==> src/rtl/ftc_pkg.sv <==
package ftc_pkg;
   typedef enum logic [1:0] {
      PH_CAL  = 2'd0,
      PH_WAIT = 2'd1,
      PH_TUNE = 2'd2
   } ftc_phase_e;
endpackage

==> src/rtl/ftc_fill_avg.sv <==
module ftc_fill_avg #(
   parameter int FILL_W   = 10,
   parameter int WIN_LOG2 = 2
) (
   input  logic              clk,
   input  logic              rst_n,
   input  logic              sample_tick,
   input  logic [FILL_W-1:0] fill_level,
   output logic [FILL_W-1:0] avg_level,
   output logic              avg_valid
);
   localparam int ACC_W = FILL_W + WIN_LOG2;

   generate
      if (WIN_LOG2 == 0) begin : g_direct
         always_ff @(posedge clk or negedge rst_n) begin
            if (!rst_n) begin
               avg_level <= '0;
               avg_valid <= 1'b0;
            end else begin
               avg_valid <= sample_tick;
               if (sample_tick) avg_level <= fill_level;
            end
         end
      end else begin : g_accum
         logic [ACC_W-1:0]    acc_q;
         logic [ACC_W-1:0]    acc_nx;
         logic [WIN_LOG2-1:0] cnt_q;

         assign acc_nx = acc_q + ACC_W'(fill_level);

         always_ff @(posedge clk or negedge rst_n) begin
            if (!rst_n) begin
               acc_q     <= '0;
               cnt_q     <= '0;
               avg_level <= '0;
               avg_valid <= 1'b0;
            end else begin
               avg_valid <= 1'b0;
               if (sample_tick) begin
                  cnt_q <= cnt_q + 1'b1;
                  if (&cnt_q) begin
                     avg_level <= FILL_W'(acc_nx >> WIN_LOG2);
                     avg_valid <= 1'b1;
                     acc_q     <= '0;
                  end else begin
                     acc_q <= acc_nx;
                  end
               end
            end
         end
      end
   endgenerate
endmodule

==> src/rtl/ftc_trim_step.sv <==
module ftc_trim_step #(
   parameter int FILL_W    = 10,
   parameter int TRIM_W    = 8,
   parameter int TRIM_MAX  = 5,
   parameter int TRIM_STEP = 1
) (
   input  logic                     clk,
   input  logic                     rst_n,
   input  logic                     adj_en,
   input  logic [FILL_W-1:0]        avg_level,
   input  logic [FILL_W-1:0]        thr_high,
   input  logic [FILL_W-1:0]        thr_low,
   output logic signed [TRIM_W-1:0] trim_word,
   output logic                     trim_saturated
);
   localparam int EXT_W = TRIM_W + 2;
   localparam logic signed [EXT_W-1:0] MAX_E  = EXT_W'(TRIM_MAX);
   localparam logic signed [EXT_W-1:0] MIN_E  = -MAX_E;
   localparam logic signed [EXT_W-1:0] STEP_E = EXT_W'(TRIM_STEP);
   localparam logic signed [TRIM_W-1:0] MAX_T = TRIM_W'(TRIM_MAX);
   localparam logic signed [TRIM_W-1:0] MIN_T = -MAX_T;

   logic signed [EXT_W-1:0]  cur_e, up_e, dn_e;
   logic signed [TRIM_W-1:0] trim_nx;

   assign cur_e = {{2{trim_word[TRIM_W-1]}}, trim_word};
   assign up_e  = cur_e + STEP_E;
   assign dn_e  = cur_e - STEP_E;

   always_comb begin
      trim_nx = trim_word;
      if (avg_level > thr_high) begin
         trim_nx = (up_e > MAX_E) ? MAX_T : up_e[TRIM_W-1:0];
      end else if (avg_level < thr_low) begin
         trim_nx = (dn_e < MIN_E) ? MIN_T : dn_e[TRIM_W-1:0];
      end
   end

   always_ff @(posedge clk or negedge rst_n) begin
      if (!rst_n) trim_word <= '0;
      else if (adj_en) trim_word <= trim_nx;
   end

   assign trim_saturated = (trim_word == MAX_T) || (trim_word == MIN_T);
endmodule

==> src/rtl/ftc_phase_seq.sv <==
module ftc_phase_seq
   import ftc_pkg::*;
#(
   parameter int             TS_W        = 33,
   parameter logic [TS_W-1:0] STC_OFFSET = TS_W'(9000),
   parameter int             CAL_WINDOWS = 2
) (
   input  logic            clk,
   input  logic            rst_n,
   input  logic            avg_valid,
   input  logic            pts_valid,
   input  logic [TS_W-1:0] pts_value,
   output logic            stc_load,
   output logic [TS_W-1:0] stc_value,
   output ftc_phase_e      phase_q
);
   localparam int CNT_W = $clog2(CAL_WINDOWS + 1);

   logic [CNT_W-1:0] cal_cnt;
   logic             stc_loaded_q;

   always_ff @(posedge clk or negedge rst_n) begin
      if (!rst_n) begin
         phase_q      <= PH_CAL;
         cal_cnt      <= '0;
         stc_loaded_q <= 1'b0;
         stc_value    <= '0;
         stc_load     <= 1'b0;
      end else begin
         stc_load <= 1'b0;
         if (pts_valid && !stc_loaded_q) begin
            stc_value    <= pts_value - STC_OFFSET;
            stc_load     <= 1'b1;
            stc_loaded_q <= 1'b1;
         end
         case (phase_q)
            PH_CAL: begin
               if (avg_valid) begin
                  if (cal_cnt == CNT_W'(CAL_WINDOWS - 1))
                     phase_q <= stc_loaded_q ? PH_TUNE : PH_WAIT;
                  else
                     cal_cnt <= cal_cnt + 1'b1;
               end
            end
            PH_WAIT: if (stc_loaded_q) phase_q <= PH_TUNE;
            default: ;
         endcase
      end
   end
endmodule

==> src/rtl/fill_trim_ctrl.sv <==
module fill_trim_ctrl
   import ftc_pkg::*;
#(
   parameter int             FILL_W      = 10,
   parameter int             WIN_LOG2    = 2,
   parameter int             TRIM_W      = 8,
   parameter int             TRIM_MAX    = 5,
   parameter int             TRIM_STEP   = 1,
   parameter int             CAL_WINDOWS = 2,
   parameter int             TS_W        = 33,
   parameter logic [TS_W-1:0] STC_OFFSET = TS_W'(9000)
) (
   input  logic                     clk,
   input  logic                     rst_n,
   input  logic                     sample_tick,
   input  logic [FILL_W-1:0]        fill_level,
   input  logic [FILL_W-1:0]        thr_high,
   input  logic [FILL_W-1:0]        thr_low,
   input  logic                     pts_valid,
   input  logic [TS_W-1:0]          pts_value,
   output logic [FILL_W-1:0]        avg_level,
   output logic                     avg_valid,
   output logic signed [TRIM_W-1:0] trim_word,
   output logic                     trim_saturated,
   output logic                     stc_load,
   output logic [TS_W-1:0]          stc_value,
   output logic [1:0]               phase
);
   generate
      if (TRIM_MAX <= 0 || TRIM_MAX >= 2 ** (TRIM_W - 1)) begin : g_bad_max
         $error("TRIM_MAX must be positive and fit in TRIM_W");
      end
      if (TRIM_STEP <= 0 || TRIM_STEP > TRIM_MAX) begin : g_bad_step
         $error("TRIM_STEP must lie in 1..TRIM_MAX");
      end
      if (CAL_WINDOWS < 1) begin : g_bad_cal
         $error("CAL_WINDOWS must be at least 1");
      end
      if (WIN_LOG2 < 0 || WIN_LOG2 > 16) begin : g_bad_win
         $error("WIN_LOG2 out of range");
      end
   endgenerate

   ftc_phase_e phase_st;

   ftc_fill_avg #(.FILL_W(FILL_W), .WIN_LOG2(WIN_LOG2)) u_avg (
      .clk(clk), .rst_n(rst_n), .sample_tick(sample_tick),
      .fill_level(fill_level), .avg_level(avg_level), .avg_valid(avg_valid)
   );

   ftc_phase_seq #(.TS_W(TS_W), .STC_OFFSET(STC_OFFSET),
                   .CAL_WINDOWS(CAL_WINDOWS)) u_seq (
      .clk(clk), .rst_n(rst_n), .avg_valid(avg_valid),
      .pts_valid(pts_valid), .pts_value(pts_value),
      .stc_load(stc_load), .stc_value(stc_value), .phase_q(phase_st)
   );

   ftc_trim_step #(.FILL_W(FILL_W), .TRIM_W(TRIM_W), .TRIM_MAX(TRIM_MAX),
                   .TRIM_STEP(TRIM_STEP)) u_trim (
      .clk(clk), .rst_n(rst_n),
      .adj_en(avg_valid && (phase_st == PH_TUNE)),
      .avg_level(avg_level), .thr_high(thr_high), .thr_low(thr_low),
      .trim_word(trim_word), .trim_saturated(trim_saturated)
   );

   assign phase = phase_st;
endmodule

==> config.mk <==
export PLATFORM = sky130hd
export DESIGN_NAME = fill_trim_ctrl
export DESIGN_NICKNAME = d
export VERILOG_FILES = /design/src/rtl/ftc_pkg.sv /design/src/rtl/ftc_fill_avg.sv /design/src/rtl/ftc_trim_step.sv /design/src/rtl/ftc_phase_seq.sv /design/src/rtl/fill_trim_ctrl.sv
export SDC_FILE = /design/constraint.sdc
export NUM_CORES = 1
export LEC_CHECK = 0
export BUFFER_PORTS_ARGS = -buffer_cell sky130_fd_sc_hd__buf_2
export CORE_ASPECT_RATIO = 1.25
export CORE_MARGIN = 10
export CORE_UTILIZATION = 54
export CTS_BUF_LIST = sky130_fd_sc_hd__clkbuf_16
export DETAILED_ROUTE_END_ITERATION = 10
export MAX_ROUTING_LAYER = met4
export PLACE_DENSITY = 0.81
export SYNTH_ARGS = -nofsm -noshare
export SYNTH_HDL_FRONTEND = slang
export SYNTH_SLANG_ARGS = --single-unit
==> constraint.sdc <==
create_clock -name clk -period 2.3 [get_ports clk]
set_input_delay 0.115 -clock clk [delete_from_list [all_inputs] [get_ports clk]]
set_output_delay 0.115 -clock clk [all_outputs]
set_load 0.05 [all_outputs]
==> reports/qor.txt <==
Tmin final -> 2220 ps
Die Y-Extent -> 125 µm
drt drc -> 0
Syn Nets -> 639
peak supply drop -> 0.612 mV
Mapped Cells -> 536
Worst Hold End -> u_seq.stc_value[3]$_DFFE_PN0P_
TritonCTS Buffers -> 9
number of global-route vias before repair -> 4758
via/cell ratio -> 5.58
synth top area cells -> dfrtp_1, ha_1, nand2_1
setup tns final -> 0 ps
Final Slew Violations -> 0
Top Ports -> 123
R2R setup slack -> 80 ps
GRT Overall Usage -> 21.2%
H-tree depth -> 3
final-report hold violation count -> 0
DRT Wirelength -> 13200 µm
Synth Register Bits -> 72
Post-Syn Area -> 4750 µm²
port bufs -> 122
worst-path fanout max -> 7
antenna cells -> 0
GRT overflow -> 0
Synth top area share -> 38.0%
post-synthesis sequential area ratio -> 38.0%
Post-synth EDFFs -> 0
first-pass GRT wire length -> 22500 µm
RSZ-0062 raised after global routing -> yes
hold crit path type -> in2reg
via count -> 4498
reg2reg start -> u_avg.avg_level[5]$_DFFE_PN0P_
clk_lat worst skew -> 340 ps
status -> finished clean
Synth async-reset ratio -> 100%
Avg WL per Cell -> 16.3 µm
First-pass DRT Iterations -> 4
setup violators final -> 0
fill cell count -> 673
Final Cycle Share -> 96.5%
Top FF cell, synth -> dfrtp_1
CTS tree -> built
Cell variety after synth -> 71
number of routed nets with antenna violations -> 0
nets -> 785
area of the multi-input gates -> 2760 µm²
CP Data Required Time -> 2570 ps
CP endpoint kind -> flop
Startpoint Class -> flop
Die Area -> 13000 µm²
top-count cell post-synth -> nand2_1
clock buffer depth -> 2
Leakage Power -> 2.99 nW
gp weighted congestion -> 0.957
PwrDens -> 1200 nW/µm²
slew margin rel. -> 62.8%
Worst-path clk slew -> 50 ps
Site Rows -> 38
top cells by count, synth -> nand2_1, dfrtp_1, inv_1
Achievable Freq -> 451 MHz
Num Clock Sinks -> 72
layout cells sized above 1 -> 28.4%
area grow syn2layout -> 27.5%
Max-Cap Viols -> 0
Die Wd -> 104 µm
Min Hold Slack -> 13.2 ps
Clock Skews -> 9.10 ps
Starting DRT DRC Count -> 204
Initial Util -> 54.9%
crit path DAT -> 2490 ps
Worst Hold Path Cells -> 2
initial antenna violation count -> 0
FF-to-FF End -> u_trim.trim_word[6]$_DFFE_PN0P_
Util after Layout -> 69.9%
Core ar. -> 8650 µm²
min-delay src -> pts_value[3]
Syn. warnings -> 0
Clock Tree Root -> clkbuf_16
area leader, netlist -> dfrtp_1
largest net degree at the start of global routing -> 73
FF+latch area -> 1810 µm²
Synth Area per Inst -> 8.86 µm²
worst r2r path cells -> 7
Tightest Pin Transition -> 550 ps
DP HPWL -> 10200 µm
critical path class -> reg2reg
[metal layers]
layer  up-vias  routed length, µm  global-route usage, %
met5         -                  0                      -
met4         0                204                   7.55
met3        15                770                   3.88
met2       135               6690                   35.9
met1      2150               5490                   24.6
li1       2198                  -                      -
[sequential cells by signal, summed over array words and instances, names as in the netlist]
name,cells
u_trim.trim_word,8
u_avg.g_accum.acc_q,12
u_seq.stc_load,1
u_seq.phase_q,2
u_avg.avg_level,10
u_avg.avg_valid,1
u_seq.cal_cnt,2
u_seq.stc_loaded_q,1
u_seq.stc_value,33
u_avg.g_accum.cnt_q,2
[metrics by stage]
stage	setup slack, ps	instances	power (W)	cell area (µm²)
3_3_place_gp	85.7	784	0.00561	5650
6_report	80.8	806	0.00727	6050
5_1_grt	-27.3	806	0.00780	6050
2_1_floorplan	-22.1	536	0.00464	4770
3_5_place_dp	-31.3	784	0.00573	5650
4_1_cts	46.9	806	0.00723	6010
[worst max path at each step]
stage                                               from                         endpoint  slack (ps)  depth (start not counted)
after floorplan           u_avg.avg_level[2]$_DFFE_PN0P_  u_trim.trim_word[0]$_DFFE_PN0P_         -20                          7
after global routing      u_avg.avg_level[5]$_DFFE_PN0P_  u_trim.trim_word[6]$_DFFE_PN0P_         -30                          7
after global placement    u_avg.avg_level[2]$_DFFE_PN0P_  u_trim.trim_word[0]$_DFFE_PN0P_          90                          7
final                     u_avg.avg_level[5]$_DFFE_PN0P_  u_trim.trim_word[6]$_DFFE_PN0P_          80                          7
after detailed placement  u_avg.avg_level[2]$_DFFE_PN0P_  u_trim.trim_word[0]$_DFFE_PN0P_         -30                          7
after CTS                 u_avg.avg_level[5]$_DFFE_PN0P_  u_trim.trim_word[6]$_DFFE_PN0P_          50                          7
[cells by family after synthesis]
logic type	Yosys count	share of synthesized area (%)
xor+xnor	40	7.38
buf+inv	61	5.17
compound gates	131	19.4
flops	72	38.0
fa+ha+maj	36	9.65
mux	3	0.659
simple gates	193	19.8
[placed cells by master (no fill, tap or decap), drive strengths merged, types with 6 or more instances in the layout]
cell / n
o2bb2ai: 7
nand2: 77
dfrtp: 72
nand2b: 7
nor3: 9
xnor2: 13
nand4: 9
nor2: 29
xor2: 27
a31oi: 6
inv: 43
buf: 148
nand3: 27
clkbuf: 9
a21oi: 14
or3: 7
o21ai: 55
ha: 35
[cell type report]
| cell class | count | area share, % |
|---|---|---|
| Tap cell | 120 | 2.48 |
| Multi-Input combinational cell | 403 | 45.6 |
| Clock buffer | 9 | 3.72 |
| Sequential cell | 72 | 29.9 |
| Inverter | 43 | 2.67 |
| Clock inverter | 6 | 1.28 |
| Timing Repair Buffer | 153 | 14.3 |
[report_power, final]
| group | switching [W] | internal [W] |
|---|---|---|
| logic | 0.00246 | 0.00140 |
| registers | 0.000350 | 0.00163 |
| clock network | 0.000497 | 0.000930 |
| total | 0.00331 | 0.00396 |
[critical path: stages (launching register included)]
cell and delay (ps):
dfrtp_2 430, ha_1 190, or3_1 390, a221oi_2 200, o21ai_2 130, a211o_4 380, a221oi_1 270, o32a_1 170
[what timing repair did]
| item | CTS | global route |
|---|---|---|
| endpoints found under the hold margin | 76 | 0 |
| buffers inserted | 2 | 0 |
| resized for setup | 0 | 9 |
| pin swaps | 1 | 4 |
| setup endpoints to repair | 1 | 10 |
| hold buffers | 5 | 0 |
Power figures use the tool's default switching activity.
